`config.mk`:
```
export PLATFORM = sky130hd
export DESIGN_NAME = mcast_rx_filter
export DESIGN_NICKNAME = d
export VERILOG_FILES = /design/src/rtl/rxf_pkg.sv /design/src/rtl/rxf_crc_hash.sv /design/src/rtl/rxf_hash_table.sv /design/src/rtl/rxf_ctrl_fsm.sv /design/src/rtl/mcast_rx_filter.sv
export SDC_FILE = /design/constraint.sdc
export NUM_CORES = 1
export LEC_CHECK = 0
export BUFFER_PORTS_ARGS = -buffer_cell sky130_fd_sc_hd__buf_2
export CAP_MARGIN = 20
export CORE_ASPECT_RATIO = 2
export CORE_MARGIN = 1
export CORE_UTILIZATION = 52
export DETAILED_ROUTE_END_ITERATION = 7
export PLACE_DENSITY = 0.78
export RECOVER_POWER = 100
export SKIP_LAST_GASP = 1
export SYNTH_ARGS = -nofsm -noshare
export SYNTH_HDL_FRONTEND = slang
export SYNTH_SLANG_ARGS = --single-unit
```
`constraint.sdc`:
```
create_clock -name clk -period 2.4 [get_ports clk]
set_input_delay 0.36 -clock clk [delete_from_list [all_inputs] [get_ports clk]]
set_output_delay 0.36 -clock clk [all_outputs]
set_load 0.02 [all_outputs]
```
`src/rtl/rxf_pkg.sv`:
```
`timescale 1ns/1ps
package rxf_pkg;
    localparam int BYTE_W = 8;

    typedef enum logic [1:0] {
        ST_IDLE = 2'd0,
        ST_ADDR = 2'd1,
        ST_DONE = 2'd2
    } flt_state_e;
endpackage

```
`src/rtl/rxf_crc_hash.sv`:
```
`timescale 1ns/1ps
module rxf_crc_hash #(
    parameter logic [31:0] POLY   = 32'h04C11DB7,
    parameter logic [31:0] PRESET = 32'hFFFFFFFF,
    parameter int          IDX_W  = 6
) (
    input  logic                     clk,
    input  logic                     rst_n,
    input  logic                     load,
    input  logic                     step,
    input  logic [rxf_pkg::BYTE_W-1:0] din,
    output logic [IDX_W-1:0]         idx_next
);
    logic [31:0] crc_q;
    logic [31:0] crc_nxt;

    // Fold one byte into the register, bit 0 first.
    always_comb begin
        logic [31:0] c;
        logic        fb;
        c = crc_q;
        for (int b = 0; b < rxf_pkg::BYTE_W; b++) begin
            fb = c[31] ^ din[b];
            c  = {c[30:0], 1'b0};
            if (fb) c = c ^ POLY;
        end
        crc_nxt = c;
    end

    always_ff @(posedge clk or negedge rst_n) begin
        if (!rst_n)    crc_q <= PRESET;
        else if (load) crc_q <= PRESET;
        else if (step) crc_q <= crc_nxt;
    end

    // Index of the value that includes the byte being taken now.
    assign idx_next = crc_nxt[31 -: IDX_W];
endmodule

```
`src/rtl/rxf_hash_table.sv`:
```
`timescale 1ns/1ps
module rxf_hash_table #(
    parameter int HALF_W = 32,
    parameter int IDX_W  = $clog2(2 * HALF_W)
) (
    input  logic              clk,
    input  logic              rst_n,
    input  logic              wr_en,
    input  logic              wr_sel,
    input  logic [HALF_W-1:0] wr_data,
    input  logic              rd_sel,
    output logic [HALF_W-1:0] rd_data,
    input  logic [IDX_W-1:0]  lk_idx,
    output logic              lk_bit
);
    localparam int SUB_W = IDX_W - 1;

    logic [HALF_W-1:0] half_val [2];

    for (genvar h = 0; h < 2; h++) begin : g_half
        logic [HALF_W-1:0] q;
        always_ff @(posedge clk or negedge rst_n) begin
            if (!rst_n)                          q <= '0;
            else if (wr_en && (wr_sel == 1'(h))) q <= wr_data;
        end
        assign half_val[h] = q;
    end

    logic [SUB_W-1:0] sub_idx;
    assign sub_idx = lk_idx[SUB_W-1:0];

    assign rd_data = half_val[rd_sel];
    assign lk_bit  = half_val[lk_idx[IDX_W-1]][sub_idx];
endmodule

```
`src/rtl/rxf_ctrl_fsm.sv`:
```
`timescale 1ns/1ps
module rxf_ctrl_fsm #(
    parameter int ADDR_BYTES = 6,
    parameter int IDX_W      = 6,
    localparam int ADDR_W    = ADDR_BYTES * rxf_pkg::BYTE_W
) (
    input  logic                       clk,
    input  logic                       rst_n,
    input  logic                       sof,
    input  logic                       byte_valid,
    input  logic [rxf_pkg::BYTE_W-1:0] byte_data,
    input  logic [ADDR_W-1:0]          station_addr,
    input  logic                       mode_promisc,
    input  logic                       mode_all_mcast,
    input  logic                       mode_hash_en,
    input  logic                       bcast_disable,
    input  logic [IDX_W-1:0]           idx_in,
    input  logic                       tbl_bit,
    output logic                       crc_load,
    output logic                       crc_step,
    output logic                       done,
    output logic                       accept,
    output logic [IDX_W-1:0]           hash_index
);
    import rxf_pkg::*;

    localparam int CNT_W = $clog2(ADDR_BYTES + 1);
    localparam int LAST  = ADDR_BYTES - 1;

    flt_state_e        state_q, state_d;
    logic [CNT_W-1:0]  cnt_q;
    logic [ADDR_W-1:0] addr_q;
    logic              take_byte, take_last;
    logic [ADDR_W-1:0] full_addr;
    logic              is_group, is_bcast, stn_hit, verdict;
    logic              accept_q;
    logic [IDX_W-1:0]  hash_q;

    assign take_byte = (state_q == ST_ADDR) && byte_valid && !sof;
    assign take_last = take_byte && (cnt_q == CNT_W'(LAST));
    assign crc_load  = sof;
    assign crc_step  = take_byte;

    // State register
    always_ff @(posedge clk or negedge rst_n) begin
        if (!rst_n) state_q <= ST_IDLE;
        else        state_q <= state_d;
    end

    // Transitions
    always_comb begin
        state_d = state_q;
        unique case (state_q)
            ST_IDLE: if (sof) state_d = ST_ADDR;
            ST_ADDR: begin
                if (sof)            state_d = ST_ADDR;
                else if (take_last) state_d = ST_DONE;
            end
            ST_DONE: state_d = sof ? ST_ADDR : ST_IDLE;
            default: state_d = ST_IDLE;
        endcase
    end

    // Byte counter and address capture
    always_ff @(posedge clk or negedge rst_n) begin
        if (!rst_n) begin
            cnt_q  <= '0;
            addr_q <= '0;
        end else if (sof) begin
            cnt_q  <= '0;
        end else if (take_byte) begin
            cnt_q  <= cnt_q + CNT_W'(1);
            addr_q[cnt_q*BYTE_W +: BYTE_W] <= byte_data;
        end
    end

    // Decision on the full address, the last byte taken straight from the input
    always_comb begin
        full_addr = addr_q;
        full_addr[LAST*BYTE_W +: BYTE_W] = byte_data;
        is_group = full_addr[0];
        is_bcast = &full_addr;
        stn_hit  = (full_addr == station_addr);
        verdict  = mode_promisc
                 | stn_hit
                 | (is_bcast & ~bcast_disable)
                 | (is_group & ~is_bcast & (mode_all_mcast | (mode_hash_en & tbl_bit)));
    end

    // Result registers
    always_ff @(posedge clk or negedge rst_n) begin
        if (!rst_n) begin
            accept_q <= 1'b0;
            hash_q   <= '0;
        end else if (take_last) begin
            accept_q <= verdict;
            hash_q   <= idx_in;
        end
    end

    // Outputs
    always_comb begin
        done       = (state_q == ST_DONE);
        accept     = accept_q;
        hash_index = hash_q;
    end
endmodule

```
`src/rtl/mcast_rx_filter.sv`:
```
`timescale 1ns/1ps
module mcast_rx_filter #(
    parameter int          ADDR_BYTES = 6,
    parameter int          TBL_HALF_W = 32,
    parameter logic [31:0] CRC_POLY   = 32'h04C11DB7,
    parameter logic [31:0] CRC_PRESET = 32'hFFFFFFFF,
    localparam int         IDX_W      = $clog2(2 * TBL_HALF_W),
    localparam int         ADDR_W     = ADDR_BYTES * rxf_pkg::BYTE_W
) (
    input  logic                  clk,
    input  logic                  rst_n,
    input  logic                  sof,
    input  logic                  byte_valid,
    input  logic [7:0]            byte_data,
    input  logic [ADDR_W-1:0]     station_addr,
    input  logic                  mode_promisc,
    input  logic                  mode_all_mcast,
    input  logic                  mode_hash_en,
    input  logic                  bcast_disable,
    input  logic                  tbl_wr_en,
    input  logic                  tbl_wr_sel,
    input  logic [TBL_HALF_W-1:0] tbl_wr_data,
    input  logic                  tbl_rd_sel,
    output logic [TBL_HALF_W-1:0] tbl_rd_data,
    output logic                  done,
    output logic                  accept,
    output logic [IDX_W-1:0]      hash_index
);
    logic             crc_load, crc_step;
    logic [IDX_W-1:0] idx_next;
    logic             tbl_bit;

    rxf_crc_hash #(
        .POLY   (CRC_POLY),
        .PRESET (CRC_PRESET),
        .IDX_W  (IDX_W)
    ) u_crc (
        .clk      (clk),
        .rst_n    (rst_n),
        .load     (crc_load),
        .step     (crc_step),
        .din      (byte_data),
        .idx_next (idx_next)
    );

    rxf_hash_table #(
        .HALF_W (TBL_HALF_W),
        .IDX_W  (IDX_W)
    ) u_tbl (
        .clk     (clk),
        .rst_n   (rst_n),
        .wr_en   (tbl_wr_en),
        .wr_sel  (tbl_wr_sel),
        .wr_data (tbl_wr_data),
        .rd_sel  (tbl_rd_sel),
        .rd_data (tbl_rd_data),
        .lk_idx  (idx_next),
        .lk_bit  (tbl_bit)
    );

    rxf_ctrl_fsm #(
        .ADDR_BYTES (ADDR_BYTES),
        .IDX_W      (IDX_W)
    ) u_fsm (
        .clk            (clk),
        .rst_n          (rst_n),
        .sof            (sof),
        .byte_valid     (byte_valid),
        .byte_data      (byte_data),
        .station_addr   (station_addr),
        .mode_promisc   (mode_promisc),
        .mode_all_mcast (mode_all_mcast),
        .mode_hash_en   (mode_hash_en),
        .bcast_disable  (bcast_disable),
        .idx_in         (idx_next),
        .tbl_bit        (tbl_bit),
        .crc_load       (crc_load),
        .crc_step       (crc_step),
        .done           (done),
        .accept         (accept),
        .hash_index     (hash_index)
    );
endmodule

```
==> flow_summary_export.csv, run 1 <==
group,metric,value,unit
finish,fillers,1196,
drt,ant_nets,0,
drt,wl,21590,um
setup_path,required,2.73,ns
finish,final_area,10230,sq um
setup_path,worst-setup-path-type,"reg2reg",
logic_synthesis,synth_xor_xnor_area_share,0.1683,
floorplanning,die-area,16510,sq um
placed_design,dp_cells,1024,
floorplanning,io-pin-count,139,
floorplanning,die_y,180.7,um
logic_synthesis,synthFlopType,"dfrtp_1",
timing,setup_slack,-0.2912,ns
finish,final_nets,953,
cts,htree_levels,4,
drt,first_pass_iters,4,
timing,finalHoldViolations,0,
setup_path,critical_path.max_stage_delay,0.58,ns
setup_path,path_delay_family,"XOR/XNOR gates",
logic_synthesis,synth_top_family_by_area,"multiplexers",
grt,antenna_found_initial,0,
setup_path,critPathMaxFanout,3,
pwr,power_density,1298,nW/um^2
worst_hold_path,hold_start,"sof",
pwr,ir_drop,771.4,uV
floorplanning,die_w,91.36,um
finish,fin_cells,1064,
setup_path,slowest_stage,"dfstp_2",
logic_synthesis,synthMuxAreaShare,0.2373,
logic_synthesis,avgSynthCellArea,12.72,sq um
cts,clk_pin_slew,0.06,ns
timing,max_freq,0.3716,GHz
logic_synthesis,synth_nets,756,
drt,wl_per_cell,20.29,um
drt,viasPerCell,5.674,
drt,remaining_drc_errors,0,
setup_path,arrival,3.02,ns
placed_design,place_area,9639,sq um
grt,grt_usage,0.2698,
pwr,p_total,13280,uW
logic_synthesis,yosysUniqueCellTypes,50,
logic_synthesis,netlist_area,8304,sq um
status,violations,"negative setup slack",
setup_path,crit_chain,"xnor2_4, buf_4, xnor3_2, xnor2_2, mux2i_1, a32oi_2, a22oi_1, nor2_1, o31ai_2",
finish,area.growth.synth_to_final,23.19,%
timing,finalCritPeriodShare,1.121,
cts,cts_buffers,17,
grt,grt_overflow,0,
timing,finalSetupViolCount,19,
timing,tns,-0.8669,ns
logic_synthesis,synth-seq-cells,148,
drt,first_iter_violations,254,
run,max_cap_violations,0,
setup_path,worstPathBufferInverterCount,1,
setup_path,critPathLaunch,"u_crc.crc_q[28]",
logic_synthesis,syn_inst,653,
logic_synthesis,yosysWarnings,0,
placed_design,place.port_buffers,138,
drt,vias,6037,
timing,slew_viol_final,0,
cts,cts_max_path_buffers,2,
finish,seq_area,3744,sq um
logic_synthesis,synth_area_leaders,"dfrtp_1 35%, mux2_2 18%, dfstp_2 10%",
timing,tightestPinTransition,1.180,ns
floorplanning,rows,65,
logic_synthesis,synthAdderAreaFrac,0.006027,
cts,cts_root_buf,"clkbuf_16",
logic_synthesis,synth_top_area_share,0.3496,
placed_design,hpwl,16510,um
logic_synthesis,ys_seq_area_frac,0.4508,
logic_synthesis,yosys.area_share.simple,0.06434,
logic_synthesis,async_flop_share,1.000,
finish,utilization,0.6517,
logic_synthesis,synth-edff-count,0,
timing,rsz0062_at_grt,"true",
placed_design,routabilityCongestion,0.9981,
finish,drive_gt1_frac,0.4589,
status,status,"finished, violations left",
cts,clock-sinks,148,
timing,final.min_clock_period,2.691,ns
setup_path,critPathLaunchType,"flop",
setup_path,reg2reg_from,"u_crc.crc_q[28]",
cts,cts_tree,"yes",
grt,grt_pass1_vias,6439,
logic_synthesis,synth_compound_gate_area_share,0.05138,
timing,maxSlewHeadroom,0.2135,
finish,multi_input_area,4409,sq um
floorplanning,core,15700,sq um
worst_hold_path,hp-class,"in2reg",
grt,grt_max_degree,66,
pwr,p_leak,0.004583,uW
timing,skew,0.007308,ns
cts,worstSkewPairLatency,0.42,ns
logic_synthesis,synth_area_leader_cell,"dfrtp_1",
floorplanning,initial_core_util,0.5291,
setup_path,crit_path_end_kind,"flop",
finish,num_antenna_cells,0,
grt,grt_pass1_wl,33450,um
where the power goes:
group | leakage, uW | internal, uW | switching (uW)
combinational | 0.00252 | 3670 | 3410
sequential | 0.00178 | 3130 | 483
clock | 0.000284 | 1520 | 1070
total | 0.00458 | 8320 | 4960
layout make-up:
type | count | share of cell area
clock buffers | 20 | 0.04562
clock inverters | 12 | 0.01174
inverters | 7 | 0.002568
multi-input cells | 464 | 0.4310
flip-flops and latches | 148 | 0.3659
well taps | 201 | 0.02458
repair buffers | 212 | 0.1185
sequential cells by signal (all words and copies together) (netlist names):
name and cells:
u_fsm.accept 1, u_fsm.addr_q 40, u_tbl.g_half.q 64, u_fsm.state_q 2
u_fsm.cnt_q 3, u_crc.crc_q 32, u_fsm.hash_index 6
path summary, 6_finish.rpt:
check                                       end  slack (ns)  cells past startpoint
min reg2reg                 u_fsm.hash_index[5]        0.49                      2
max reg2reg                        u_fsm.accept       -0.29                      9
max                                u_fsm.accept       -0.29                      9
min                              u_fsm.cnt_q[0]        0.16                      2
min in group asynchronous        u_fsm.cnt_q[2]        0.68                      2
max in group asynchronous  u_tbl.g_half[1].q[9]        0.32                      3
cells in the final DEF (no fill, tap or decap), types with 3 or more instances in the layout:
cell type / synthesis / routed
mux2_2: 136 / 134
dfrtp_1: 116 / 116
buf_2: 7 / 99
xor2_1: 67 / 67
buf_4: 1 / 56
nand2_1: 48 / 48
clkbuf_1: 14 / 43
xnor2_1: 40 / 39
o211ai_1: 32 / 32
dfstp_2: 32 / 32
mux2i_1: 24 / 24
clkbuf_16: 0 / 17
nor4_1: 16 / 16
nand4_1: 15 / 15
nor2_1: 13 / 13
xnor2_2: 7 / 8
inv_1: 7 / 7
xnor2_4: 7 / 7
o21ai_0: 7 / 7
clkbuf_2: 0 / 7
nand3_1: 6 / 6
mux4_1: 5 / 5
clkinv_4: 0 / 5
ha_1: 4 / 4
xor2_4: 3 / 3
mux4_2: 3 / 3
inv_6: 0 / 3
clkbuf_8: 0 / 3
buf_12: 0 / 3
through the flow:
stage	hold slack [ns]	worst slack [ns]
floorplan	0.06441	-0.2022
detailed placement	0.2982	-0.2181
global placement	0.3008	-0.1032
global route	0.1719	-0.4073
CTS	0.1727	-0.2151
finish	0.1646	-0.2912
layer usage:
metal / share of wire / routed length [um] / GRT usage
met2: 0.58 / 12510 / 0.5291
met1: 0.33 / 7042 / 0.2557
met5: 0 / 0 / 0
met3: 0.038 / 826 / 0.03956
met4: 0.056 / 1213 / 0.1613
kinds of logic after synthesis:
| logic type | count (synthesis) |
|---|---|
| xor+xnor | 127 |
| flops | 148 |
| mux | 168 |
| fa+ha+maj | 4 |
| compound gates | 56 |
| buf+inv | 41 |
| simple gates | 109 |
worst reg2reg max path, cell delays in order (launching register included):
cell and delay [ns]:
dfstp_2 0.58, xnor2_4 0.14, buf_4 0.16, xnor3_2 0.40
xnor2_2 0.25, mux2i_1 0.31, a32oi_2 0.17, a22oi_1 0.25
nor2_1 0.08, o31ai_2 0.25
Yosys cell counts, types with 2 or more instances:
cell type,number
o21ai_0,7
dfrtp_1,116
buf_2,7
o221ai_1,2
xnor2_2,7
dfstp_2,32
mux4_1,5
nor2b_1,2
a22oi_1,2
nand2_1,48
clkbuf_1,14
xnor2_4,7
xor2_1,67
inv_1,7
mux2_2,136
buf_6,2
ha_1,4
o211ai_1,32
buf_1,10
nor4_1,16
nand3_1,6
nand4_1,15
mux4_2,3
xnor2_1,40
a31oi_1,2
xor2_4,3
mux2i_1,24
a32oi_1,2
nor2_1,13
nand3b_1,2
what timing repair did:
action | CTS | global route
hold buffers | 1 | 0
pin swaps | 2 | 3
endpoints found under the setup margin | 1 | 11
setup buffers | 1 | 6
endpoints found under the hold margin | 19 | 0
gates cloned | 0 | 0
gates resized for setup | 1 | 6
No activity file was read; power rests on OpenSTA's default activity.
==> inputs of run 2 (changes only) <==
Settings changed: CAP_MARGIN 20 to 30, REMOVE_ABC_BUFFERS from default to 1.
==> run 2 against run 1 <==
Compared with the run above: the flow still finishes with violations (negative setup slack); via count decreased by 1.2%; cell count decreased by 0.66%; first-iteration DRC count decreased by 7.1%; die area unchanged; register-to-register slack improved by 0.18 ns; global-route usage increased by 1.0 points; worst hold slack improved by 0.0084 ns; critical path depth unchanged; critical endpoint unchanged; largest power group unchanged.
==> flow_summary_export.csv, run 2 (synthesis gave the netlist of run 1 again) <==
group,metric,value,unit
status,status,"finished, violations left",
status,violations,"negative setup slack",
cts,cts_root_buf,"clkbuf_16",
timing,setup_slack,-0.1155,ns
drt,first_iter_violations,236,
setup_path,arrival,2.82,ns
pwr,p_clk_frac,0.225,
drt,remaining_drc_errors,0,
grt,grt_pass1_wl,34800,um
grt,use_met3,0.04040,
placed_design,place.port_buffers,138,
timing,slew_viol_final,0,
cts,worstSkewPairLatency,0.43,ns
placed_design,place_area,9565,sq um
timing,skew,0.01124,ns
grt,grt_pass1_vias,6531,
setup_path,worst-setup-path-type,"reg2reg",
grt,grt_max_degree,62,
grt,grt_usage,0.2800,
cts,cts_buffers,17,
pwr,power_density,1294,nW/um^2
pwr,p_leak,0.004555,uW
drt,first_pass_iters,4,
grt,met2_usage,0.5473,
setup_path,critical_path.max_stage_delay,0.55,ns
timing,maxSlewHeadroom,0.07997,
timing,rsz0062_at_grt,"true",
finish,final_cell_mix,"134 x mux2_2, 116 x dfrtp_1, 98 x buf_2, 67 x xor2_1, 48 x nand2_1",
setup_path,critPathMaxFanout,5,
floorplanning,io-pin-count,139,
setup_path,slowest_stage,"dfstp_2",
grt,grt_most_used_layer,"met2",
pwr,swShare,0.3622,
timing,tightestPinTransition,1.380,ns
grt,grt_util_met1,0.2749,
setup_path,critPathLaunchType,"flop",
pwr,ir_drop,846.5,uV
timing,max_freq,0.3975,GHz
finish,area.growth.synth_to_final,22.78,%
setup_path,worstPathBufferInverterCount,1,
finish,layout_commonest_cell,"mux2_2",
finish,fin_cells,1057,
floorplanning,initial_core_util,0.5291,
finish,largest_reg_flops,64,
setup_path,crit_chain,"xnor2_2, xor3_2, buf_4, xor2_4, mux4_1, a221oi_1, nand2_1, nand3_1, o31ai_2",
cts,clk_pin_slew,0.07,ns
floorplanning,die-area,16510,sq um
timing,finalCritPeriodShare,1.048,
finish,final_nets,946,
drt,ant_nets,0,
finish,top_regs,"u_tbl.g_half.q (64), u_fsm.addr_q (40), u_crc.crc_q (32)",
floorplanning,die_y,180.7,um
placed_design,place_ws,-0.1898,ns
pwr,p_comb_frac,0.502,
drt,viasPerCell,5.643,
timing,final.min_clock_period,2.516,ns
placed_design,hpwl,16610,um
timing,holdWs,0.1730,ns
timing,finalSetupViolCount,1,
floorplanning,die_w,91.36,um
pwr,intPower,8417,uW
finish,num_antenna_cells,0,
finish,final_area,10200,sq um
pwr,seq_power_share,0.274,
setup_path,path_delay_family,"XOR/XNOR gates",
cts,clock-sinks,148,
setup_path,crit_path_end_kind,"flop",
cts,cts_tree,"yes",
drt,vias,5965,
run,max_cap_violations,0,
timing,finalHoldViolations,0,
finish,largest_register,"u_tbl.g_half.q",
floorplanning,core,15700,sq um
placed_design,dp_cells,1015,
grt,antenna_found_initial,0,
pwr,p_sw,4780,uW
finish,fillers,1220,
grt,grt_overflow,0,
floorplanning,rows,65,
worst_hold_path,hp-class,"in2reg",
drt,wl,22010,um
cts,htree_levels,4,
finish,drive_gt1_frac,0.4486,
setup_path,required,2.70,ns
drt,wl_per_cell,20.82,um
placed_design,routabilityCongestion,0.9459,
cts,cts_max_path_buffers,2,
-- run 2: cell count changes in the layout (fill, tap and decap cells not counted), moves of 3 or more --
| cell | delta |
|---|---|
| bufinv_16 | +4 |
| clkbuf_4 | +4 |
| inv_6 | -3 |
| buf_4 | -10 |
-- run 2: metal layers --
layer  share of wire  up-vias  wire length (um)
met1            0.34     2983              7590
met3           0.029       56               635
met4           0.046        0              1002
li1                -     2735                 -
met5               0        -                 0
met2            0.58      191             12780
-- run 2: cell type report --
| type | instances | area, sq um | area share |
|---|---|---|---|
| sequential | 148 | 3744 | 0.3672 |
| clock buffer | 20 | 446.7 | 0.04381 |
| tap | 201 | 251.5 | 0.02467 |
| timing repair buffer | 205 | 1132 | 0.1111 |
| clock inverter | 12 | 203.9 | 0.02000 |
| inverter | 7 | 26.28 | 0.002577 |
| multi-input combinational | 464 | 4392 | 0.4307 |
-- run 2: path summary, 6_finish.rpt --
kind	cells past startpoint	start	slack, ns	to
max	9	u_crc.crc_q[27]	-0.12	u_fsm.accept
min	2	tbl_wr_data[25]	0.17	u_tbl.g_half[0].q[25]
max reg2reg	9	u_crc.crc_q[27]	-0.12	u_fsm.accept
min reg2reg	2	u_fsm.hash_index[3]	0.47	u_fsm.hash_index[3]
max in group asynchronous	3	rst_n	0.25	u_fsm.addr_q[3]
min in group asynchronous	2	rst_n	0.80	u_tbl.g_half[1].q[25]
-- run 2: timing repair --
action | CTS | global route
pin swaps | 4 | 2
buffers inserted | 5 | 4
hold buffers | 1 | 0
hold endpoints to repair | 32 | 0
endpoints found under the setup margin | 11 | 19
gates resized for setup | 5 | 3
-- run 2: metrics by stage --
stage / TNS (ns) / total power (uW) / utilization
after detailed placement: -0.9864 / 9955 / 0.6094
after floorplan: -37.35 / 7805 / -
after CTS: -0.1201 / 13240 / 0.6547
after global placement: -0.1789 / 9817 / 0.6094
after global routing: -5.207 / 13880 / 0.6496
final: -0.1155 / 13200 / 0.6496
-- run 2: power by group through the flow --
stage,logic [uW],clock network [uW],registers [uW]
after global placement,6210,0,3610
after global routing,7120,3100,3660
after CTS,6630,3010,3600
after detailed placement,6320,0,3640
after floorplan,4320,0,3480
final,6620,2960,3610
==> inputs of run 3 (changes only) <==
Settings changed: BUFFER_PORTS_ARGS -buffer_cell sky130_fd_sc_hd__buf_2 to default, CORE_UTILIZATION 52 to 58, DONT_BUFFER_PORTS from default to 1, PLACE_DENSITY 0.78 to 0.76.
==> run 3 against run 2 <==
Compared with the run above: the flow finishes with violations (negative hold slack, max-capacitance violations, max-slew violations, negative setup slack); wire length down 9.6%; sequential share of layout area up 3.2 points; fmax down 2.2%; design area down 7.9%; sequential power about the same; setup slack worse by 0.058 ns; largest power group unchanged; highest routed layer unchanged.
==> flow_summary_export.csv, run 3 (synthesis gave the netlist of run 1 again) <==
group,metric,value,unit
status,status,"finished, violations left",
status,violations,"negative hold slack, max-capacitance violations, max-slew violations, negative setup slack",
timing,holdWs,-0.3404,ns
worst_hold_path,hp-class,"in2async",
setup_path,arrival,2.89,ns
drt,viasPerCell,6.067,
drt,first_iter_violations,237,
timing,tns,-0.1733,ns
setup_path,worst-setup-path-type,"reg2reg",
pwr,seq_power_share,0.288,
finish,multi_input_area,4417,sq um
timing,finalSetupViolCount,1,
timing,setup_slack,-0.1733,ns
drt,first_pass_iters,4,
timing,finalCritPeriodShare,1.072,
floorplanning,rows,61,
grt,grt_max_degree,149,
setup_path,reg2reg_from,"u_crc.crc_q[27]",
timing,max_freq,0.3886,GHz
finish,fillers,1012,
setup_path,required,2.71,ns
finish,final_cell_mix,"115 x dfrtp_1, 104 x mux2_2, 67 x xor2_1, 48 x nand2_1, 40 x xnor2_1",
floorplanning,core,13970,sq um
cts,cts_root_buf,"clkbuf_16",
finish,largest_reg_flops,64,
floorplanning,die-area,14830,sq um
floorplanning,die_w,86.61,um
grt,grt_overflow,0,
pwr,swShare,0.3678,
cts,htree_levels,4,
pwr,p_leak,0.004016,uW
cts,cts_tree,"yes",
pwr,p_comb_frac,0.499,
cts,clock-sinks,148,
finish,top_regs,"u_tbl.g_half.q (64), u_fsm.addr_q (40), u_crc.crc_q (32)",
timing,rsz0062_at_grt,"true",
setup_path,crit_top_cell,"xnor2_4",
floorplanning,initial_core_util,0.5946,
placed_design,place.port_buffers,0,
cts,worstSkewPairLatency,0.42,ns
drt,vias,5381,
setup_path,path_delay_family,"XOR/XNOR gates",
timing,slew_viol_final,66,
pwr,power_density,1337,nW/um^2
drt,remaining_drc_errors,0,
setup_path,cp.depth,7,
drt,wl,19890,um
pwr,ir_drop,787.4,uV
setup_path,slowest_stage,"dfstp_2",
grt,antenna_found_initial,0,
cts,cts_hold_buffers,1,
placed_design,routabilityCongestion,0.9162,
timing,skew,0.009694,ns
pwr,p_clk_frac,0.213,
grt,grt_pass1_wl,31330,um
grt,grt_usage,0.2859,
finish,final_nets,788,
placed_design,hpwl,14460,um
finish,area.growth.synth_to_final,13.05,%
setup_path,critPathLaunchType,"flop",
pwr,p_total,12550,uW
setup_path,worstPathBufferInverterCount,0,
pwr,p_sw,4617,uW
finish,largest_register,"u_tbl.g_half.q",
setup_path,critPathMaxFanout,6,
drt,wl_per_cell,22.42,um
finish,layout_commonest_cell,"dfrtp_1",
finish,seq_area,3745,sq um
floorplanning,io-pin-count,139,
timing,tightestPinTransition,1.877,ns
finish,drive_gt1_frac,0.3410,
setup_path,rrSetupSlack,-0.17,ns
setup_path,crit_path_end_kind,"flop",
floorplanning,die_y,171.2,um
cts,cts_buffers,17,
setup_path,worst_r2r_path_depth,7,
drt,ant_nets,0,
timing,finalHoldViolations,134,
setup_path,critical_path.max_stage_delay,0.58,ns
pwr,intPower,7935,uW
timing,final.min_clock_period,2.573,ns
setup_path,crit_chain,"xnor2_4, xor3_2, xnor2_4, mux4_2, o211ai_1, nand3_1, o31ai_2",
grt,grt_pass1_vias,5934,
cts,clk_pin_slew,0.07,ns
setup_path,regToRegEndpoint,"u_fsm.accept",
cts,cts_max_path_buffers,2,
finish,num_antenna_cells,0,
timing,maxSlewHeadroom,-0.2514,
run,max_cap_violations,2,
-- run 3: changes by cell type in the layout (fill, tap and decap cells not counted), moves of 5 or more --
cell / delta
buf_2: -98
buf_4: -7
clkbuf_1: -40
clkbuf_2: -8
clkbuf_4: -5
mux2_1: +30
mux2_2: -30
-- run 3: worst max path at each step --
stage,startpoint,endpoint
2_1_floorplan,u_fsm.state_q[1],u_fsm.addr_q[16]
3_3_place_gp,u_crc.crc_q[28],u_fsm.accept
3_5_place_dp,u_crc.crc_q[28],u_fsm.accept
4_1_cts,u_crc.crc_q[27],u_fsm.accept
5_1_grt,u_crc.crc_q[27],u_fsm.accept
6_report,u_crc.crc_q[27],u_fsm.accept
-- run 3: per-layer routing --
| layer | track usage | wire length [um] |
|---|---|---|
| met1 | 0.2793 | 6536 |
| met2 | 0.5224 | 11020 |
| met3 | 0.07390 | 1182 |
| met4 | 0.1812 | 1148 |
| met5 | 0 | 0 |
-- run 3: through the flow --
stage          cell area, sq um  setup slack (ns)    util  std cells
2_1_floorplan              8149            -1.176       -        619
3_5_place_dp               8693           -0.1538  0.6224        847
6_report                   9388           -0.1733  0.6721        887
3_3_place_gp               8693          -0.08339  0.6224        847
4_1_cts                    9358           -0.1598  0.6700        884
5_1_grt                    9388           -0.3286  0.6721        887
-- run 3: power by group through the flow --
stage                     registers (uW)  clock network (uW)  logic [uW]
after global routing                3680                2810        6720
after global placement              3610                   0        5900
final                               3620                2670        6270
after CTS                           3610                2700        6170
after detailed placement            3640                   0        6010
after floorplan                     3480                   0        4320
-- run 3: area by class of cell --
class                   count  share of cell area
clock buffers              20             0.04758
multi-input cells         464              0.4705
repair buffers             47             0.03945
well taps                 189             0.02519
clock inverters            12             0.01559
inverters                   7            0.002799
flip-flops and latches    148              0.3989
-- run 3: repair_timing --
item,4_1_cts,5_1_grt
gates resized for setup,5,3
pin swaps,2,4
setup buffers,4,3
endpoints found under the setup margin,25,18
hold endpoints to repair,150,148
cloned,0,0
